--- config.mk ---
export PLATFORM = sky130hd
export DESIGN_NAME = sd_clk_divider
export DESIGN_NICKNAME = d
export VERILOG_FILES = /design/src/rtl/sd_clk_divider.sv
export SDC_FILE = /design/constraint.sdc
export NUM_CORES = 1
export LEC_CHECK = 0
export BUFFER_PORTS_ARGS = -buffer_cell sky130_fd_sc_hd__clkbuf_2
export CAP_MARGIN = 10
export CORE_MARGIN = 1
export CORE_UTILIZATION = 55
export CTS_CLUSTER_DIAMETER = 50
export DETAILED_ROUTE_END_ITERATION = 8
export PLACE_DENSITY = 0.73
export SLEW_MARGIN = 15
export SYNTH_ARGS = -nofsm -noshare
export SYNTH_HDL_FRONTEND = slang
export SYNTH_SLANG_ARGS = --single-unit
--- constraint.sdc ---
create_clock -name clk -period 6.75 [get_ports clk]
set_input_delay 0.3375 -clock clk [delete_from_list [all_inputs] [get_ports clk]]
set_output_delay 0.3375 -clock clk [all_outputs]
set_load 0.03 [all_outputs]
--- src/rtl/sd_clk_divider.sv ---
module sd_clk_divider #(
  parameter int DIV_W  = 11,
  parameter int FAST_W = 3
) (
  input  logic             clk,
  input  logic             rst_n,
  input  logic [DIV_W-1:0] div_val,
  input  logic             data_mode,
  input  logic             slow_card,
  output logic             sd_clk,
  output logic             rise_tick,
  output logic             fall_tick
);
  localparam int RW = DIV_W + 1;

  logic [DIV_W-1:0] sel_div, lat;
  logic [RW-1:0]    ratio, hi_len, lo_len, cnt;
  logic             last;

  assign sel_div = (data_mode && !slow_card) ? DIV_W'(div_val[FAST_W-1:0]) : div_val;
  assign ratio   = RW'(lat) + RW'(2);
  assign hi_len  = (ratio + RW'(1)) >> 1;
  assign lo_len  = ratio >> 1;
  assign last    = cnt == ((sd_clk ? hi_len : lo_len) - RW'(1));

  always_ff @(posedge clk or negedge rst_n) begin
    if (!rst_n) begin
      sd_clk    <= 1'b0;
      rise_tick <= 1'b0;
      fall_tick <= 1'b0;
      cnt       <= '0;
      lat       <= '0;
    end else begin
      rise_tick <= 1'b0;
      fall_tick <= 1'b0;
      if (last) begin
        cnt    <= '0;
        sd_clk <= !sd_clk;
        if (!sd_clk) begin
          lat       <= sel_div;
          rise_tick <= 1'b1;
        end else begin
          fall_tick <= 1'b1;
        end
      end else begin
        cnt <= cnt + RW'(1);
      end
    end
  end

  p_rise_edge_r6: assert property (@(posedge clk) disable iff (!rst_n)
    rise_tick |-> (sd_clk && !$past(sd_clk)));
  p_fall_edge_r6: assert property (@(posedge clk) disable iff (!rst_n)
    fall_tick |-> (!sd_clk && $past(sd_clk)));
  p_rose_tick_r6: assert property (@(posedge clk) disable iff (!rst_n)
    $rose(sd_clk) |-> rise_tick);
  p_tick_excl_r6: assert property (@(posedge clk) disable iff (!rst_n)
    !(rise_tick && fall_tick));
  p_hold_cfg_r7: assert property (@(posedge clk) disable iff (!rst_n)
    (lat != $past(lat)) |-> rise_tick);
  p_phase_len_r5: assert property (@(posedge clk) disable iff (!rst_n)
    sd_clk ? (cnt < hi_len) : (cnt < lo_len));
endmodule

==> flow_metrics.py <==
metrics = {
    "die": {
        "die_height_um": 64.5,
        "die_x_um": 64.5,
        "die_area_um2": 4160,
        "pin_count": 18,
        "initial_core_util_pct": 57.8,
        "core_um2": 3720,
        "fp-row-count": 22,
    },
    "yosys": {
        "ys_seq_area_share_pct": 30.3,
        "synth_xor_xnor_area_share_pct": 18.1,
        "postSynth.asyncResetShare_pct": 100,
        "syn_nets": 250,
        "yosysTopAreaCellShare_pct": 30.3,
        "yosys_register_bits": 26,
        "netlist_top_cells_area": "dfrtp_1, xnor2_1, xor2_1",
        "synth-simple-area-share_pct": 23.8,
        "syn_area_um2": 2150,
        "synthDistinctLibCells": 67,
        "synth-adder-area-share_pct": 2.91,
        "synth_mux_area_share_pct": 5.65,
        "syn_inst": 230,
        "synth_top_family_by_area": "simple AND/OR/NAND/NOR gates",
        "synth-compound-area-share_pct": 14.0,
        "yosysWarningCount": 0,
        "synthFlopType": "dfrtp_1",
        "avgSynthCellArea_um2": 9.34,
        "synth_top_area_cell": "dfrtp_1",
        "synth_edf_count": 0,
    },
    "run_status": {
        "status": "complete, no violations",
    },
    "placed_design": {
        "portBuffers": 17,
        "place_hpwl_mm": 3.17,
        "dp.cells": 286,
        "placed_area_um2": 2230,
        "gp_congestion": 0.827,
    },
    "setup_path": {
        "crit_fanout": 12,
        "critPathBufInv": 0,
        "path_cells": "ha_1 > nand2_1 > o32ai_4 > o21ai_0 > o31ai_1 > xor2_1 > or4_4 > a311oi_2 > nand3_2 > mux2_4",
        "critical_path_class": "reg2reg",
        "worstPathRequired_ps": 6910,
        "worstSetupStartpointType": "flip-flop",
        "critical_path_arrival_ps": 4270,
        "r2r_slack_ps": 2640,
        "crit_path_end_kind": "flip-flop",
        "crit_family": "compound AO/OA/AOI/OAI gates",
        "cp_slowest_stage_delay_ps": 570,
        "slowest_stage": "dfrtp_1",
    },
    "cts": {
        "cts_tree": "done",
        "cts_root_buf": "clkbuf_8",
        "path_clk_slew_ps": 100,
        "post_cts_buffers": 0,
        "numCtsBuffers": 3,
        "clk_latency_ps": 270,
        "cts_buffer_depth": 2,
        "htreeDepth": 1,
        "cts_resized": 0,
        "cts.hold.buffers_added": 0,
        "clock_sinks": 26,
    },
    "routing": {
        "drc": 0,
        "vias_per_cell": 5.75,
        "via_count": 1667,
        "totalWireLength_mm": 4.19,
        "drt-pass1-iter-count": 4,
        "dr.first_iter.drc_count": 72,
        "final_antenna_net_count": 0,
        "wl_per_cell_um": 14.5,
    },
    "timing": {
        "slew_violations": 0,
        "tightest_slew_ps": 704,
        "tns_ps": 0,
        "rsz0062_at_grt": "no",
        "hold_slack_ps": 80.0,
        "setup_viol": 0,
        "post-route-min-period_ps": 4110,
        "max_clock_freq_mhz": 243,
        "hold_viol_final": 0,
        "post-route-period-util_pct": 60.9,
        "slew_headroom_pct": 53.0,
        "clock_skew_ps": 4.68,
    },
    "finish": {
        "design_area_um2": 2300,
        "num-fill-cells": 327,
        "stdcell_count": 290,
        "antenna_cells": 0,
        "drive_gt1_share_pct": 17.8,
        "area_growth_pct": 7.05,
        "nets": 263,
        "layout_commonest_cell": "dfrtp_1",
        "final_cell_mix": "dfrtp_1, xnor2_1, nand2_1",
    },
    "power": {
        "seq_power_share_pct": 30.9,
        "switchingPower_mw": 0.453,
        "intPower_mw": 0.567,
        "power_mw": 1.02,
        "p_per_area_nw_per_um2": 443,
        "swShare_pct": 44.4,
        "p_comb_share_pct": 56.3,
        "ir_worst_vdd_mv": 0.172,
        "power_leakage_nw": 1.04,
        "power.share.clock_pct": 12.9,
    },
    "global_routing": {
        "antenna_found_initial": 0,
        "globalRouteOverflowTotal": 0,
        "grt_max_degree": 27,
        "grt_pass1_wl_mm": 7.31,
        "grtUsageTotal_pct": 22.5,
        "grt_pass1_vias": 1638,
    },
    "job": {
        "max-cap-violations": 0,
    },
    "worst_hold_path": {
        "hold_class": "in2async",
    },
}
-- cell type report --
type | instances | area (um2) | area share, %
multi-input cells | 182 | 1380 | 60.2
inverters | 13 | 48.8 | 2.12
flip-flops and latches | 26 | 651 | 28.3
well taps | 48 | 60.1 | 2.61
clock inverters | 1 | 30.0 | 1.31
clock buffers | 3 | 41.3 | 1.80
repair buffers | 17 | 85.1 | 3.70
-- worst register-to-register path: cells and delay by family, from the launching register on --
kind / cells / cell delay (ps)
adders and majority gates: 1 / 480
AOI/OAI and AO/OA: 4 / 1370
xor gates and xnor gates: 1 / 170
muxes: 1 / 410
DFF: 1 / 570
and+or+nand+nor: 3 / 1000
-- synthesized netlist by cell type (2+ instances only) --
master,n
nor3_1,4
nand3_1,10
buf_2,4
nor2b_1,3
nand4_1,4
xnor2_1,23
buf_6,3
xor2_1,10
a31oi_1,2
ha_1,5
o21ai_0,4
dfrtp_1,26
xnor2_2,2
nand2_1,21
mux2i_1,8
a21oi_1,5
nand2b_1,3
or3_1,2
nor2_1,20
and3_1,5
mux2_4,2
nor4_1,3
a21boi_0,2
and4_1,3
or3b_2,2
inv_1,13
-- sequential cells by signal, indices dropped and copies added (netlist names) --
signal / count
cnt: 12
lat: 11
fall_tick: 1
rise_tick: 1
sd_clk: 1
-- worst paths after layout --
| check | to | depth (start not counted) | startpoint |
|---|---|---|---|
| max | lat[2]$_DFFE_PN0P_ | 10 | lat[2]$_DFFE_PN0P_ |
| min | fall_tick$_DFF_PN0_ | 1 | rst_n |
| max reg2reg | lat[2]$_DFFE_PN0P_ | 10 | lat[2]$_DFFE_PN0P_ |
| min reg2reg | cnt[0]$_DFF_PN0_ | 1 | cnt[0]$_DFF_PN0_ |
| max in group asynchronous | lat[9]$_DFFE_PN0P_ | 1 | rst_n |
| min in group clk | lat[9]$_DFFE_PN0P_ | 3 | div_val[9] |
-- per-stage QoR --
step           setup WS (ps)  utilization (%)
4_1_cts                 2610             61.9
5_1_grt                 2290             61.9
2_1_floorplan           3340                -
3_3_place_gp            2770             60.0
3_5_place_dp            2660             60.0
6_report                2640             61.9
-- power groups by stage --
stage	registers (mW)	clock network [mW]	logic, mW
6_report	0.315	0.131	0.574
5_1_grt	0.326	0.140	0.636
4_1_cts	0.312	0.136	0.574
3_5_place_dp	0.315	0	0.568
3_3_place_gp	0.313	0	0.556
2_1_floorplan	0.267	0	0.529
-- routing by layer --
metal | vias up | track usage, % | routed length, um
met5 | - | 0 | 0
met4 | 0 | 6.39 | 52
met3 | 8 | 2.46 | 155
met2 | 42 | 37.4 | 1930
met1 | 787 | 30.8 | 2060
li1 | 830 | - | -
-- cell families after synthesis --
kind of cell,count (synthesis)
flip-flops,26
AND/OR/NAND/NOR,93
multiplexers,11
buffers and inverters,22
XOR/XNOR,38
adder cells (fa/ha/maj),5
AO/OA/AOI/OAI,35
No activity file was read; power rests on OpenSTA's default activity.
